`config.mk`:
```
export PLATFORM = sky130hd
export DESIGN_NAME = hwmon_regfile
export DESIGN_NICKNAME = d
export VERILOG_FILES = /design/src/rtl/hwm_pkg.sv /design/src/rtl/hwm_index_reg.sv /design/src/rtl/hwm_main_space.sv /design/src/rtl/hwm_alt_bank.sv /design/src/rtl/hwmon_regfile.sv
export SDC_FILE = /design/constraint.sdc
export NUM_CORES = 2
export LEC_CHECK = 0
export CAP_MARGIN = 20
export CORE_MARGIN = 2
export CORE_UTILIZATION = 55
export DETAILED_ROUTE_END_ITERATION = 10
export DONT_BUFFER_PORTS = 1
export GPL_ROUTABILITY_DRIVEN = 0
export PLACE_DENSITY = 0.66
export SLEW_MARGIN = 20
export SYNTH_ARGS = -nofsm -noshare
export SYNTH_HDL_FRONTEND = slang
export SYNTH_HIERARCHICAL = 1
export SYNTH_SLANG_ARGS = --single-unit
```
`constraint.sdc`:
```
create_clock -name clk -period 5.15 [get_ports clk]
set_clock_uncertainty 0.1 [all_clocks]
set_input_delay 0.2575 -clock clk [delete_from_list [all_inputs] [get_ports clk]]
set_output_delay 0.2575 -clock clk [all_outputs]
set_load 0.1 [all_outputs]
```
`src/rtl/hwm_pkg.sv`:
```
package hwm_pkg;
  localparam int IDX_W = 7;
  localparam int BYTE_W = 8;
  localparam int WIN_SLOTS = 8;
  localparam logic [6:0] IX_CONFIG  = 7'h40;
  localparam logic [6:0] IX_BUSADDR = 7'h48;
  localparam logic [6:0] IX_BANKSEL = 7'h4E;
  localparam logic [6:0] IX_VENDOR  = 7'h4F;
  localparam logic [6:0] IX_WIN_LO  = 7'h50;
  localparam logic [6:0] IX_WIN_HI  = 7'h56;

  function automatic logic is_readonly(input logic [6:0] ix);
    return (ix >= 7'h20 && ix <= 7'h2A) || (ix >= 7'h60 && ix <= 7'h6A) ||
           ix == 7'h41 || ix == 7'h42 || ix == 7'h4F || ix == 7'h58;
  endfunction

  function automatic logic is_autoinc(input logic [6:0] ix);
    return ix == 7'h41 || ix == 7'h43 || ix == 7'h45 || ix == 7'h56 ||
           (ix >= 7'h60 && ix <= 7'h7E);
  endfunction

  function automatic logic in_window(input logic [6:0] ix);
    return ix >= IX_WIN_LO && ix <= IX_WIN_HI;
  endfunction

  // upper alias quarter folds onto 0x20..0x3F
  function automatic logic [6:0] phys_of(input logic [6:0] ix);
    return (ix[6:5] == 2'b11) ? {2'b01, ix[4:0]} : ix;
  endfunction

  function automatic logic [7:0] main_default(input logic [6:0] ix);
    case (ix)
      7'h40: return 8'h08;
      7'h46: return 8'h40;
      7'h47: return 8'h50;
      7'h49: return 8'h02;
      7'h4B: return 8'h44;
      7'h4C: return 8'h01;
      7'h4D: return 8'h15;
      7'h4E: return 8'h80;
      7'h57: return 8'h80;
      default: return 8'h00;
    endcase
  endfunction

  function automatic logic [7:0] bank_default(input logic [2:0] off);
    case (off)
      3'd3: return 8'h4B;
      3'd5: return 8'h50;
      default: return 8'h00;
    endcase
  endfunction
endpackage

```
`src/rtl/hwm_index_reg.sv`:
```
module hwm_index_reg
  import hwm_pkg::*;
(
  input  logic             clk,
  input  logic             rst,
  input  logic             load,
  input  logic [IDX_W-1:0] load_val,
  input  logic             advance,
  output logic [IDX_W-1:0] idx
);
  always_ff @(posedge clk) begin
    if (rst)          idx <= '0;
    else if (load)    idx <= load_val;
    else if (advance) idx <= idx + 1'b1;
  end
endmodule

```
`src/rtl/hwm_main_space.sv`:
```
module hwm_main_space
  import hwm_pkg::*;
#(
  parameter int         SENSE_N      = 11,
  parameter logic [6:0] ADDR_DEFAULT = 7'h2D
) (
  input  logic               clk,
  input  logic               rst,
  input  logic               soft_rst,
  input  logic [SENSE_N*8-1:0] sens_in,
  input  logic               wr_en,
  input  logic [IDX_W-1:0]   wr_addr,
  input  logic [BYTE_W-1:0]  wr_data,
  input  logic [IDX_W-1:0]   rd_addr,
  output logic [BYTE_W-1:0]  rd_data,
  output logic [2:0]         bank_sel,
  output logic               vendor_hi
);
  localparam int DEPTH = 1 << IDX_W;
  localparam int VALUE_BASE = 32;

  logic [BYTE_W-1:0] mem [DEPTH];

  always_ff @(posedge clk) begin
    if (rst || soft_rst) begin
      for (int a = 0; a < DEPTH; a++) mem[a] <= main_default(7'(a));
      for (int s = 0; s < SENSE_N; s++) mem[VALUE_BASE + s] <= sens_in[s*8 +: 8];
      mem[IX_BUSADDR] <= rst ? {1'b0, ADDR_DEFAULT} : mem[IX_BUSADDR];
    end else if (wr_en) begin
      mem[wr_addr] <= wr_data;
    end
  end

  assign rd_data   = mem[rd_addr];
  assign bank_sel  = mem[IX_BANKSEL][2:0];
  assign vendor_hi = mem[IX_BANKSEL][7];
endmodule

```
`src/rtl/hwm_alt_bank.sv`:
```
module hwm_alt_bank
  import hwm_pkg::*;
(
  input  logic              clk,
  input  logic              rst,
  input  logic [15:0]       temp_in,
  input  logic              wr_en,
  input  logic [2:0]        wr_off,
  input  logic [BYTE_W-1:0] wr_data,
  input  logic [2:0]        rd_off,
  output logic [BYTE_W-1:0] rd_data
);
  logic [BYTE_W-1:0] arr [WIN_SLOTS];

  always_ff @(posedge clk) begin
    if (rst) begin
      for (int o = 0; o < WIN_SLOTS; o++) arr[o] <= bank_default(3'(o));
      arr[0] <= temp_in[15:8];
      arr[1] <= temp_in[7:0];
    end else if (wr_en && wr_off >= 3'd2) begin
      arr[wr_off] <= wr_data;
    end
  end

  assign rd_data = arr[rd_off];
endmodule

```
`src/rtl/hwmon_regfile.sv`:
```
module hwmon_regfile
  import hwm_pkg::*;
#(
  parameter int          NUM_BANKS    = 2,
  parameter int          SENSE_N      = 11,
  parameter logic [15:0] VENDOR_ID    = 16'h1234,
  parameter logic [6:0]  ADDR_DEFAULT = 7'h2D
) (
  input  logic                   clk,
  input  logic                   rst,
  input  logic                   port_sel,
  input  logic                   rd_stb,
  input  logic                   wr_stb,
  input  logic [7:0]             wdata,
  input  logic [SENSE_N*8-1:0]   sens_in,
  input  logic [NUM_BANKS*16-1:0] bank_temp,
  output logic [7:0]             rdata
);
  logic [IDX_W-1:0]  idx;
  logic [2:0]        bank;
  logic              vendor_hi;
  logic [BYTE_W-1:0] main_rd;
  logic [BYTE_W-1:0] bank_rd [NUM_BANKS];
  logic [BYTE_W-1:0] rd_val;

  logic idx_rd, idx_wr, data_rd, data_wr, bank_hit, soft_rst, main_wr, advance;
  logic [2:0] win_off;

  assign idx_wr   = wr_stb && !port_sel;
  assign idx_rd   = rd_stb && !wr_stb && !port_sel;
  assign data_wr  = wr_stb && port_sel;
  assign data_rd  = rd_stb && !wr_stb && port_sel;
  assign bank_hit = (bank != 3'd0) && in_window(idx);
  assign win_off  = 3'(idx - IX_WIN_LO);
  assign soft_rst = data_wr && !bank_hit && idx == IX_CONFIG && wdata[7];
  assign main_wr  = data_wr && !bank_hit && !is_readonly(idx) && !soft_rst;
  assign advance  = (data_rd || data_wr) && bank == 3'd0 && is_autoinc(idx);

  hwm_index_reg u_index (
    .clk(clk), .rst(rst), .load(idx_wr), .load_val(wdata[6:0]),
    .advance(advance), .idx(idx)
  );

  hwm_main_space #(.SENSE_N(SENSE_N), .ADDR_DEFAULT(ADDR_DEFAULT)) u_main (
    .clk(clk), .rst(rst), .soft_rst(soft_rst), .sens_in(sens_in),
    .wr_en(main_wr), .wr_addr(phys_of(idx)), .wr_data(wdata),
    .rd_addr(phys_of(idx)), .rd_data(main_rd),
    .bank_sel(bank), .vendor_hi(vendor_hi)
  );

  for (genvar b = 0; b < NUM_BANKS; b++) begin : g_bank
    hwm_alt_bank u_bank (
      .clk(clk), .rst(rst || soft_rst), .temp_in(bank_temp[b*16 +: 16]),
      .wr_en(data_wr && bank_hit && bank == 3'(b + 1)),
      .wr_off(win_off), .wr_data(wdata),
      .rd_off(win_off), .rd_data(bank_rd[b])
    );
  end

  always_comb begin
    rd_val = 8'hFF;
    if (bank_hit) begin
      for (int b = 0; b < NUM_BANKS; b++)
        if (bank == 3'(b + 1)) rd_val = bank_rd[b];
    end else if (idx == IX_VENDOR) begin
      rd_val = vendor_hi ? VENDOR_ID[15:8] : VENDOR_ID[7:0];
    end else begin
      rd_val = main_rd;
    end
  end

  always_ff @(posedge clk) begin
    if (rst)          rdata <= 8'h00;
    else if (idx_rd)  rdata <= {1'b0, idx};
    else if (data_rd) rdata <= rd_val;
  end
endmodule

```
==> results.toml <==
[synth]
netlist_instances = 3482
yosysUniqueCellTypes = 51
yosys.area.top_type = "edfxtp_1"
yosys_most_used_dff = "edfxtp_1"
yosys_warnings = 6
ys_ff_latch = 1167
synth_top_cell_area_share_pct = 63.16
post-synth-top-count-cell = "edfxtp_1"
synth_area_mm2 = 0.05477
async_reset_ff_share_pct = 0
synth_common_cells = "1152 x edfxtp_1, 887 x and2_1, 338 x mux4_2"
synth_area_leaders = "edfxtp_1 63%, mux4_2 14%, and2_1 10%"
ys_seq_area_share_pct = 63.71
syn_avg_cell_area_um2 = 15.73
synth-edff-count = 1152
syn-num-nets = 3616

[floorplan]
fp.coreArea_mm2 = 0.09856
ioPinCount = 141
initial_core_util_pct = 55.57
die_w_um = 319.6
core.rowCount = 115
die_height_um = 319.6
fp.dieArea_mm2 = 0.1021

[setup_path]
reg2reg_from = "u_index/idx[4]$_SDFFE_PP0P_"
start_kind = "flip-flop"
required_ns = 5.50
path_max_fanout = 44
rr_endpoint = "u_main/mem[33][7]$_DFFE_PP_"
crit_buf_inv = 2
cp-end-kind = "flip-flop"
cp_top_family = "simple AND/OR/NAND/NOR gates"
max_stage_delay_ns = 0.77
cp.arrival_ns = 4.95
rrSetupSlack_ns = 0.55
worst_r2r_path_depth = 10
path_cells = "nand4bb_4 > or3_1 > nand3_1 > nor2_1 > nor3b_2 > buf_4 > and3_1 > nand2_1 > mux2_2 > dlygate4sd3_1"
cp_slowest_cell = "dfxtp_4"
crit_type = "flip-flop to flip-flop"

[route]
wl_met3_mm = 12.30
routed_wl_mm = 141.2
dr.first_iter.drc_count = 3494
wl_per_cell_um = 28.68
drc = 0
wl_met1_mm = 57.16
ant_nets = 0
vias_per_cell = 6.331
dr_wl_met2_mm = 66.95
vias = 31170
drt_pre_antenna_iters = 5
top_layer = "met5"

[timing]
finalCritPeriodShare_pct = 89.31
tns_ns = 0
rsz0062_at_grt = "false"
setup_viol = 0
relSlewSlack_pct = 18.23
tightest_slew_ns = 1.224
fin_crit_ns = 4.599
finalHoldViolCount = 0
maxSlewViolCount = 0
max_freq_mhz = 217.4

[final_layout]
nets = 3662
final-seq-area_mm2 = 0.03491
syn2layout_area_growth_pct = 12.42
multi_input_area_mm2 = 0.01841
n_fill_cell = 6918
final_cells = 4924
drive_gt1_share_pct = 21.08

[grt]
grt-ovfl-total = 0
grt_max_degree = 162
grt_antenna_before_repair = 3
grt_pass1_vias = 31120
gr-usage-all-layers_pct = 27.90
grt_pass1_wl_mm = 210.1

[clock_tree]
numCtsBuffers = 120
cts_buffer_depth = 3
cts-root-buf = "clkbuf_16"
clk_latency_ns = 0.72
cts_max_level = 3
clk_pin_slew_ns = 0.06
post_cts_resized = 0
cts_tree = "done"
cts_sinks = 1167

[power_and_ir_drop]
powerDensity_mw_per_mm2 = 346.6
p_leak_uw = 0.02127
ir_drop_uv = 309.6

[placed_design]
dp_hpwl_mm = 86.40
dp.cells = 4541
port_buffers = 0

[worst_hold_path]
hold_end = "u_main/mem[59][5]$_SDFFCE_PN0P_"
hp-class = "input port to flip-flop"
whs_path_depth = 2
hold_start = "wdata[5]"

[job]
drv_cap = 0

[status]
status = "completed"
-- per-stage QoR --
stage	hold WS, ns	setup WS (ns)	util [%]	power (uW)	instance area (um^2)
detailed placement	0.2545	0.8493	56.80	12560	55980
global placement	0.2513	0.8716	56.79	12520	55970
finish	0.009072	0.5507	62.47	21340	61570
CTS	0.01286	0.5898	62.45	21460	61560
global route	0.02087	0.4042	62.46	21940	61560
floorplan	0.2266	1.528	-	12080	54770
-- cells in the final DEF, fill, tap and decap left out, types with 16 or more instances in the layout --
cell type,n
edfxtp_1,1152
inv_1,20
buf_4,95
mux4_1,30
clkbuf_16,120
mux4_2,338
clkbuf_1,27
dlygate4sd3_1,143
nor3_1,68
nor4_1,24
and2_1,887
nand2_1,51
a21oi_1,17
clkinv_1,27
o21ai_1,38
clkinv_2,25
mux2_2,113
o21bai_1,16
or3_1,33
nor2_1,123
and3_1,36
o21ai_0,80
-- area by class of cell --
class / count / share of cell area, %
flip-flops and latches: 1167 / 56.70
multi-input cells: 1958 / 29.90
clock buffers: 147 / 5.042
repair buffers: 261 / 4.280
well taps: 1287 / 2.615
clock inverters: 81 / 1.327
inverters: 20 / 0.1219
diodes: 3 / 0.01219
-- cells by family after synthesis --
group                    Yosys count  share of synthesized area (%)
adder cells (fa/ha/maj)            1                        0.02284
AND/OR/NAND/NOR                 1296                          13.96
buffers and inverters            357                          2.751
multiplexers                     481                          17.66
XOR/XNOR                           4                        0.06396
flip-flops                      1167                          63.71
AO/OA/AOI/OAI                    176                          1.830
-- power breakdown --
part	total [uW]	internal [uW]	switching, uW
Combinational	1680	697	982
Sequential	11000	10800	178
Clock	8700	5040	3670
Total	21300	16500	4830
-- worst reg2reg max path: stages (launching register included) --
cell and delay (ns):
dfxtp_4 0.77, nand4bb_4 0.19, or3_1 0.54, nand3_1 0.24, nor2_1 0.13, nor3b_2 0.27, buf_4 0.27, and3_1 0.41
nand2_1 0.44, mux2_2 0.44, dlygate4sd3_1 0.56
-- how the worst max path moves through the flow --
stage,start,to,cells after the start
3_5_place_dp,u_index/idx[4]$_SDFFE_PP0P_,u_main/mem[31][5]$_SDFFCE_PN0P_,9
6_report,u_index/idx[4]$_SDFFE_PP0P_,u_main/mem[33][7]$_DFFE_PP_,10
4_1_cts,u_index/idx[4]$_SDFFE_PP0P_,u_main/mem[35][7]$_DFFE_PP_,10
2_1_floorplan,u_index/idx[0]$_SDFFE_PP0P_,rdata[2]$_SDFFE_PP0P_,9
3_3_place_gp,u_index/idx[4]$_SDFFE_PP0P_,u_main/mem[80][0]$_SDFFCE_PN0P_,8
5_1_grt,u_index/idx[0]$_SDFFE_PP0P_,u_main/mem[33][7]$_DFFE_PP_,10
-- timing repair --
item	CTS	global route
hold buffers	151	0
setup buffers	0	0
hold endpoints to repair	1244	0
-- sequential cells by signal, summed over array words and instances (netlist names) --
name / flops
g_bank.u_bank/arr: 128
rdata: 8
u_main/mem: 1024
u_index/idx: 7
-- layer usage --
layer / GRT usage [%] / up-vias
li1: - / 13270
met1: 39.88 / 16130
met2: 44.01 / 1512
met3: 4.984 / 254
met4: 9.004 / 2
met5: 0 / -
No activity file was read; power rests on OpenSTA's default activity.
